===== src/rtl/iadd_pkg.sv =====
package iadd_pkg;
  localparam int FUNC_W = 7;

  typedef enum logic [1:0] {U_NONE, U_ARITH, U_CMP, U_BYTE} unit_e;
  typedef enum logic [2:0] {C_EQ, C_SLE, C_SLT, C_ULE, C_ULT} cmp_e;

  typedef struct packed {
    unit_e      unit;
    logic       sub;
    logic       lw;
    logic [1:0] shamt;
    logic       trap;
    cmp_e       cmp;
  } ctl_t;
endpackage


===== src/rtl/iadd_decode.sv =====
module iadd_decode
  import iadd_pkg::*;
(
  input  logic [FUNC_W-1:0] func_i,
  output ctl_t              ctl_o
);
  always_comb begin
    ctl_o = '{unit: U_NONE, sub: 1'b0, lw: 1'b0, shamt: 2'd0, trap: 1'b0, cmp: C_EQ};
    case (func_i)
      7'h00: begin ctl_o.unit = U_ARITH; ctl_o.lw = 1'b1; end
      7'h40: begin ctl_o.unit = U_ARITH; ctl_o.lw = 1'b1; ctl_o.trap = 1'b1; end
      7'h02: begin ctl_o.unit = U_ARITH; ctl_o.lw = 1'b1; ctl_o.shamt = 2'd2; end
      7'h12: begin ctl_o.unit = U_ARITH; ctl_o.lw = 1'b1; ctl_o.shamt = 2'd3; end
      7'h20: begin ctl_o.unit = U_ARITH; end
      7'h60: begin ctl_o.unit = U_ARITH; ctl_o.trap = 1'b1; end
      7'h22: begin ctl_o.unit = U_ARITH; ctl_o.shamt = 2'd2; end
      7'h32: begin ctl_o.unit = U_ARITH; ctl_o.shamt = 2'd3; end
      7'h09: begin ctl_o.unit = U_ARITH; ctl_o.sub = 1'b1; ctl_o.lw = 1'b1; end
      7'h49: begin ctl_o.unit = U_ARITH; ctl_o.sub = 1'b1; ctl_o.lw = 1'b1; ctl_o.trap = 1'b1; end
      7'h0b: begin ctl_o.unit = U_ARITH; ctl_o.sub = 1'b1; ctl_o.lw = 1'b1; ctl_o.shamt = 2'd2; end
      7'h1b: begin ctl_o.unit = U_ARITH; ctl_o.sub = 1'b1; ctl_o.lw = 1'b1; ctl_o.shamt = 2'd3; end
      7'h29: begin ctl_o.unit = U_ARITH; ctl_o.sub = 1'b1; end
      7'h69: begin ctl_o.unit = U_ARITH; ctl_o.sub = 1'b1; ctl_o.trap = 1'b1; end
      7'h2b: begin ctl_o.unit = U_ARITH; ctl_o.sub = 1'b1; ctl_o.shamt = 2'd2; end
      7'h3b: begin ctl_o.unit = U_ARITH; ctl_o.sub = 1'b1; ctl_o.shamt = 2'd3; end
      7'h2d: begin ctl_o.unit = U_CMP; ctl_o.cmp = C_EQ;  end
      7'h6d: begin ctl_o.unit = U_CMP; ctl_o.cmp = C_SLE; end
      7'h4d: begin ctl_o.unit = U_CMP; ctl_o.cmp = C_SLT; end
      7'h3d: begin ctl_o.unit = U_CMP; ctl_o.cmp = C_ULE; end
      7'h1d: begin ctl_o.unit = U_CMP; ctl_o.cmp = C_ULT; end
      7'h0f: begin ctl_o.unit = U_BYTE; end
      default: ;
    endcase
  end

  // Trapping forms are never scaled
  always_comb begin
    assert_trap_unscaled_R5: assert (!(ctl_o.trap && ctl_o.shamt != 2'd0));
  end
endmodule


===== src/rtl/iadd_addsub.sv =====
module iadd_addsub #(
  parameter int DATA_W = 64
) (
  input  logic [DATA_W-1:0] a_i,
  input  logic [DATA_W-1:0] b_i,
  input  logic              sub_i,
  input  logic              lw_i,
  input  logic [1:0]        shamt_i,
  output logic [DATA_W-1:0] res_o,
  output logic              ovf_o
);
  localparam int HALF_W = DATA_W / 2;

  logic [DATA_W-1:0] a_sc, raw;
  logic              sa, sb, sr;

  always_comb begin
    a_sc = a_i << shamt_i;
    raw  = sub_i ? (a_sc - b_i) : (a_sc + b_i);
    if (lw_i) begin
      res_o = {{HALF_W{raw[HALF_W-1]}}, raw[HALF_W-1:0]};
      sa = a_sc[HALF_W-1];
      sb = b_i[HALF_W-1];
      sr = raw[HALF_W-1];
    end else begin
      res_o = raw;
      sa = a_sc[DATA_W-1];
      sb = b_i[DATA_W-1];
      sr = raw[DATA_W-1];
    end
    // subtract overflows only for unlike signs, add only for like signs
    ovf_o = (sub_i ? (sa != sb) : (sa == sb)) && (sr != sa);
  end
endmodule


===== src/rtl/iadd_cmp.sv =====
module iadd_cmp
  import iadd_pkg::*;
#(
  parameter int DATA_W = 64
) (
  input  logic [DATA_W-1:0] a_i,
  input  logic [DATA_W-1:0] b_i,
  input  cmp_e              cmp_i,
  output logic [DATA_W-1:0] cmp_res_o,
  output logic [DATA_W-1:0] byte_res_o
);
  localparam int NBYTES = DATA_W / 8;

  logic eq, slt, ult, bit_r;
  logic [NBYTES-1:0] ge_mask;

  always_comb begin
    eq  = (a_i == b_i);
    slt = ($signed(a_i) < $signed(b_i));
    ult = (a_i < b_i);
    unique case (cmp_i)
      C_EQ:    bit_r = eq;
      C_SLE:   bit_r = slt | eq;
      C_SLT:   bit_r = slt;
      C_ULE:   bit_r = ult | eq;
      C_ULT:   bit_r = ult;
      default: bit_r = 1'b0;
    endcase
    cmp_res_o = {{(DATA_W-1){1'b0}}, bit_r};
  end

  for (genvar i = 0; i < NBYTES; i++) begin : g_byte
    assign ge_mask[i] = (a_i[8*i +: 8] >= b_i[8*i +: 8]);
  end

  assign byte_res_o = {{(DATA_W-NBYTES){1'b0}}, ge_mask};
endmodule


===== src/rtl/iadd_unit.sv =====
module iadd_unit
  import iadd_pkg::*;
#(
  parameter int DATA_W = 64,
  parameter int LIT_W  = 8
) (
  input  logic              clk_i,
  input  logic              rst_ni,
  input  logic              valid_i,
  input  logic [FUNC_W-1:0] func_i,
  input  logic [DATA_W-1:0] a_i,
  input  logic [DATA_W-1:0] b_reg_i,
  input  logic              lit_sel_i,
  input  logic [LIT_W-1:0]  lit_i,
  output logic              valid_o,
  output logic [DATA_W-1:0] result_o,
  output logic              ovf_trap_o,
  output logic              illegal_o
);
  localparam int NBYTES = DATA_W / 8;

  ctl_t              ctl;
  logic [DATA_W-1:0] b_op, as_res, cmp_res, byte_res, res_d;
  logic              as_ovf, ovf_d, ill_d;

  assign b_op = lit_sel_i ? {{(DATA_W-LIT_W){1'b0}}, lit_i} : b_reg_i;

  iadd_decode u_dec (.func_i(func_i), .ctl_o(ctl));

  iadd_addsub #(.DATA_W(DATA_W)) u_as (
    .a_i(a_i), .b_i(b_op), .sub_i(ctl.sub), .lw_i(ctl.lw),
    .shamt_i(ctl.shamt), .res_o(as_res), .ovf_o(as_ovf)
  );

  iadd_cmp #(.DATA_W(DATA_W)) u_cmp (
    .a_i(a_i), .b_i(b_op), .cmp_i(ctl.cmp),
    .cmp_res_o(cmp_res), .byte_res_o(byte_res)
  );

  always_comb begin
    ovf_d = 1'b0;
    ill_d = 1'b0;
    unique case (ctl.unit)
      U_ARITH: begin res_d = as_res; ovf_d = ctl.trap & as_ovf; end
      U_CMP:   res_d = cmp_res;
      U_BYTE:  res_d = byte_res;
      default: begin res_d = '0; ill_d = 1'b1; end
    endcase
  end

  always_ff @(posedge clk_i or negedge rst_ni) begin
    if (!rst_ni) begin
      valid_o    <= 1'b0;
      result_o   <= '0;
      ovf_trap_o <= 1'b0;
      illegal_o  <= 1'b0;
    end else begin
      valid_o    <= valid_i;
      ovf_trap_o <= valid_i & ovf_d;
      illegal_o  <= valid_i & ill_d;
      if (valid_i) result_o <= res_d;
    end
  end

  assert_valid_follows_R2: assert property (@(posedge clk_i) disable iff (!rst_ni)
    valid_i |=> valid_o);
  assert_idle_quiet_R2: assert property (@(posedge clk_i) disable iff (!rst_ni)
    !valid_i |=> (!valid_o && !ovf_trap_o && !illegal_o && $stable(result_o)));
  assert_no_overflow_R7: assert property (@(posedge clk_i) disable iff (!rst_ni)
    (valid_i && !ctl.trap) |=> !ovf_trap_o);
  assert_illegal_clean_R11: assert property (@(posedge clk_i) disable iff (!rst_ni)
    illegal_o |-> (!ovf_trap_o && result_o == '0 && valid_o));
  assert_cmp_boolean_R8: assert property (@(posedge clk_i) disable iff (!rst_ni)
    (valid_i && ctl.unit == U_CMP) |=> (result_o[DATA_W-1:1] == '0));
  assert_byte_mask_R9: assert property (@(posedge clk_i) disable iff (!rst_ni)
    (valid_i && ctl.unit == U_BYTE) |=> (result_o[DATA_W-1:NBYTES] == '0));
endmodule


===== config.mk =====
export PLATFORM = sky130hd
export DESIGN_NAME = iadd_unit
export DESIGN_NICKNAME = d
export VERILOG_FILES = /design/src/rtl/iadd_pkg.sv /design/src/rtl/iadd_decode.sv /design/src/rtl/iadd_addsub.sv /design/src/rtl/iadd_cmp.sv /design/src/rtl/iadd_unit.sv
export SDC_FILE = /design/constraint.sdc
export NUM_CORES = 1
export LEC_CHECK = 0
export CAP_MARGIN = 20
export CORE_UTILIZATION = 65
export CTS_BUF_LIST = sky130_fd_sc_hd__clkbuf_4 sky130_fd_sc_hd__clkbuf_8
export DETAILED_ROUTE_END_ITERATION = 8
export DONT_BUFFER_PORTS = 1
export PLACE_DENSITY_LB_ADDON = 0.1
export SYNTH_ARGS = -nofsm -noshare
export SYNTH_HDL_FRONTEND = slang
export SYNTH_HIERARCHICAL = 1
export SYNTH_SLANG_ARGS = --single-unit

===== constraint.sdc =====
create_clock -name clk_i -period 0.8 [get_ports clk_i]
set_input_delay 0.08 -clock clk_i [delete_from_list [all_inputs] [get_ports clk_i]]
set_output_delay 0.08 -clock clk_i [all_outputs]
set_load 0.1 [all_outputs]

==> results of run 1 <==
==> cell families after synthesis <==
group	synth area share
fa+ha+maj	0.120
mux	0.149
xor+xnor	0.0772
buf+inv	0.142
simple gates	0.198
flops	0.116
other cells	0.000260
compound gates	0.197
==> repair_timing <==
action	4_1_cts
pin swaps	128
endpoints found under the setup margin	133
gates cloned	9
setup buffers	95
gates resized for setup	400
hold endpoints to repair	134
==> synth_stat cells, types with 8 or more instances <==
library cell / number
mux4_2: 60
a211oi_1: 9
nand2_1: 90
a31oi_1: 9
nand4_1: 32
dfrtp_1: 67
a21o_1: 47
nor3_1: 32
and3_1: 9
nor2b_1: 67
o21ai_1: 30
o31ai_1: 10
nor2_1: 99
o21ai_0: 56
buf_4: 128
xnor2_1: 88
xor2_1: 34
nand4b_1: 66
nand2b_1: 20
o21bai_1: 14
o21a_1: 11
clkbuf_1: 50
o221ai_1: 66
mux2i_1: 70
a21oi_1: 140
nand3_1: 15
nor4_1: 11
ha_1: 136
mux2_2: 8
buf_1: 12
inv_1: 166
buf_2: 25
==> stage by stage <==
step | instances | instance area (sq um)
after CTS | 2557 | 20900
after detailed placement | 2445 | 17900
after global placement | 2445 | 17900
after floorplan | 1898 | 15400
==> results.yml, run 1 <==
status:
  error: "[ERROR DPL-0038] Utilization greater than 100%, impossible to legalize"
  failing_step: "global routing (5_1_grt)"
  status: "stopped before the end"
floorplanning:
  die_height_microns: 151
  rows: 54
  start_util: 0.662
  die_w_microns: 151
  top_level_ports: 214
place:
  finalWeightedCongestion: 1.00
  place_ws_ns: -3.91
  dp_hpwl_microns: 38900
  io_buffers: 0
synthesis:
  synth_cells: 1780
  synth-edff-count: 0
  netlist_area_sq_um: 14400
  synth_area_leaders: "ha_1, dfrtp_1, mux4_2"
  syn_area_per_cell_sq_um: 8.09
  synthArstFlopShare: 1.00
  synth-main-ff-cell: "dfrtp_1"
  synth_top_area_frac: 0.118
  yosysUniqueCellTypes: 89
  synth_top_area_cell: "ha_1"
  yosys_warnings: 6
  synth-seq-area-share: 0.116
  ys_ff_latch: 67
cts:
  root_buffer: "clkbuf_8"
  numCtsBuffers: 9
  clockBufferDepth: 2
  htreeDepth: 3
  cts_sinks: 67
global_routing:
  grt_max_degree: 132
==> run 2: changes to the inputs <==
--- a/config.mk
+++ b/config.mk
@@ -6,11 +6,10 @@
 export NUM_CORES = 1
 export LEC_CHECK = 0
 export CAP_MARGIN = 20
-export CORE_UTILIZATION = 65
-export CTS_BUF_LIST = sky130_fd_sc_hd__clkbuf_4 sky130_fd_sc_hd__clkbuf_8
+export CORE_UTILIZATION = 40
 export DETAILED_ROUTE_END_ITERATION = 8
 export DONT_BUFFER_PORTS = 1
-export PLACE_DENSITY_LB_ADDON = 0.1
+export PLACE_DENSITY_LB_ADDON = 0.15
 export SYNTH_ARGS = -nofsm -noshare
 export SYNTH_HDL_FRONTEND = slang
 export SYNTH_HIERARCHICAL = 1
==> run 2 against run 1 <==
Against the previous run: the flow now finishes, with violations (negative hold slack, negative setup slack); synthesized area did not move; synthesized cell count did not move.
==> results.yml, run 2 <==
synthesis:
  synthArstFlopShare: 1.00
  syn_area_per_cell_sq_um: 8.09
  synth-main-ff-cell: "dfrtp_1"
  synth_cells: 1780
  synth_area_leaders: "ha_1, dfrtp_1, mux4_2"
  synth_top_family_by_area: "simple AND/OR/NAND/NOR gates"
  yosys.area_share.simple: 0.198
  netlist_area_sq_um: 14400
  yosys_warnings: 6
  ys_ff_latch: 67
  synth-seq-area-share: 0.116
  yosys-mux-area-fraction: 0.149
  synthXorXnorAreaFrac: 0.0772
  synth-edff-count: 0
  yosys-top-cells-count: "inv_1, a21oi_1, ha_1"
  synth-adder-area-share: 0.120
  yosysUniqueCellTypes: 89
  synth-compound-area-share: 0.197
  synth_top_area_frac: 0.118
  yosysMostFrequentCell: "inv_1"
  synth_top_area_cell: "ha_1"
timing:
  min_period_ns: 4.22
  grt_setup_unrepaired: "true"
  drv_slew: 0
  worstMarginPinSlew_ns: 0.628
  finalCritPeriodShare: 5.28
  worst_hold_slack_ns: -0.566
  setup_ws_ns: -3.42
  max_slew_margin: 0.580
  finClkSkew_ns: 0
  setup-violations-final: 133
  timing.fmax_ghz: 0.237
  hold_viol: 134
drt:
  vias_per_cell: 5.41
  vias: 14900
  postRouteAntennaNets: 0
  wl_per_cell_microns: 18.7
  first_pass_iters: 7
  totalWireLength_microns: 51400
  drt_iter0_drc: 1095
  drc_errors: 0
global_routing:
  grt-ovfl-total: 0
  grt_pass1_wl_microns: 80200
  grt_pass1_vias: 14500
  grt_max_degree: 132
  antenna_found_initial: 0
  grt_usage: 0.277
pwr:
  p_clk_frac: 0.142
  cellPowerDensity_nw_per_um2: 1310
  swShare: 0.442
  seqPwrFrac: 0.144
  cell_internal_pwr_mw: 15.9
  power_frac_comb: 0.714
  p_sw_mw: 12.6
  peakVddDrop_mv: 1.29
  p_leak_nw: 9.59
  finalPower_mw: 28.5
floorplanning:
  die_w_microns: 192
  fp.coreArea_sq_um: 35500
  start_util: 0.406
  top_level_ports: 214
  die_height_microns: 192
  rows: 69
  dieArea_sq_um: 36800
hold_path:
  hp-class: "primary input to async pin"
cts:
  clockBufferDepth: 2
  clkLatencyLatePin_ns: 0.33
  root_buffer: "clkbuf_16"
  cts_sinks: 67
  htreeDepth: 3
  numCtsBuffers: 9
  cts_tree: "yes"
  path_clk_slew_ns: 0.06
layout:
  largest_reg_flops: 64
  instances_no_fill: 2755
  layout-drive-gt1-share: 0.426
  diodes: 0
  num-nets-final: 2574
  layout_commonest_cell: "buf_4"
  fin_util: 0.614
  area_growth_pct: 51.4
  largest-register: "result_o"
  nFillCells: 3115
  fin_area_sq_um: 21800
  final_cell_mix: "buf_4, inv_1, conb_1, ha_1, a21oi_1"
critical_path:
  worstSetupStartpointType: "primary input"
  path_max_fanout: 64
  reg2reg_slack_ns: -0.10
  cp-end-kind: "register"
  max_stage_delay_ns: 0.41
  crit_chain: "mux2_4 -> or3_4 -> nor2_4 -> nand3_4 -> nor3_4 -> a31oi_2 -> xnor2_1 -> ha_1 -> buf_4 -> nand4_1 -> buf_4 -> nor3_4 -> a22o_1 -> a31oi_2 -> o211a_1 -> o31ai_4 -> xor2_2 -> buf_6 -> nand2_8 -> buf_6 -> buf_12 -> o21ai_2 -> nand4b_1 -> o221ai_1"
  crit_type: "primary input to register"
  cp.arrival_ns: 4.47
  cp_data_required_time_ns: 1.05
  crit_slowest_cell: "or3_4"
place:
  dpl_cell_area_sq_um: 18300
  dp.cells: 2646
  finalWeightedCongestion: 0.935
  place_ws_ns: -3.94
  dp_hpwl_microns: 41500
  io_buffers: 0
run:
  drv_cap: 0
status:
  status: "complete, but fails checks"
  violations: "negative hold slack, negative setup slack"
[run 2: cell counts after synthesis]
No cell type changed its count.
[run 2: kinds of logic after synthesis]
kind of cell    after synthesis
simple gates                492
compound gates              432
buf+inv                     388
fa+ha+maj                   138
mux                         138
xor+xnor                    124
flops                        67
other cells                   1
[run 2: path summary, 6_finish.rpt]
check                             start           end  cells after the start
setup / recovery              lit_sel_i  result_o[46]                     24
setup reg to reg           result_o[45]  result_o[45]                      3
min in group clk_i              valid_i       valid_o                      0
max in group asynchronous        rst_ni  result_o[63]                      0
hold / removal                   rst_ni  result_o[18]                      0
hold reg to reg            result_o[18]  result_o[18]                      2
[run 2: power groups by stage]
stage	Sequential, mW	Clock (mW)	Combinational (mW)
floorplan	6.39	0	8.31
global placement	3.99	0	16.3
detailed placement	4.00	0	16.4
CTS	4.11	4.16	19.3
global route	4.14	4.28	21.6
finish	4.11	4.04	20.4
[run 2: worst max-delay path: cells and delay by family]
family,cells,cell delay (ns)
AOI/OAI and AO/OA,7,1.05
muxes,1,0.29
buffers and inverters,5,0.76
xor gates and xnor gates,2,0.42
adders and majority gates,1,0.37
and+or+nand+nor,8,1.44
[run 2: layout make-up]
type                            instances  area (sq um)  area share
Clock buffer                           11           253      0.0116
Clock inverter                          4          50.0     0.00230
Inverter                              167           627      0.0288
Multi-Input combinational cell       1443         12800       0.589
Sequential cell                        67          1680      0.0769
Tap cell                              461           577      0.0265
Timing Repair Buffer                  602          5780       0.265
[run 2: per-layer routing]
layer  vias to the layer above  global-route usage  part of all wire
li1                       7280                   -                 -
met1                      7100               0.418              0.49
met2                       466               0.415              0.43
met3                        56              0.0387             0.063
met4                         0              0.0571             0.016
met5                         -                   0                 0
[run 2: timing repair]
item / CTS / global route
setup endpoints to repair: 133 / 133
gates cloned: 5 / 0
buffers inserted: 76 / 30
gates resized for setup: 455 / 84
pin swaps: 147 / 104
endpoints found under the hold margin: 134 / 134
[run 2: stage by stage]
stage                     hold WS (ns)  setup TNS [ns]
final                           -0.566         -196.30
after global routing            -0.579         -207.73
after CTS                       -0.577         -190.99
after detailed placement        -0.213         -209.48
after global placement          -0.213         -208.24
after floorplan                 -0.216         -201.66
(Power assumes the default switching activity.)
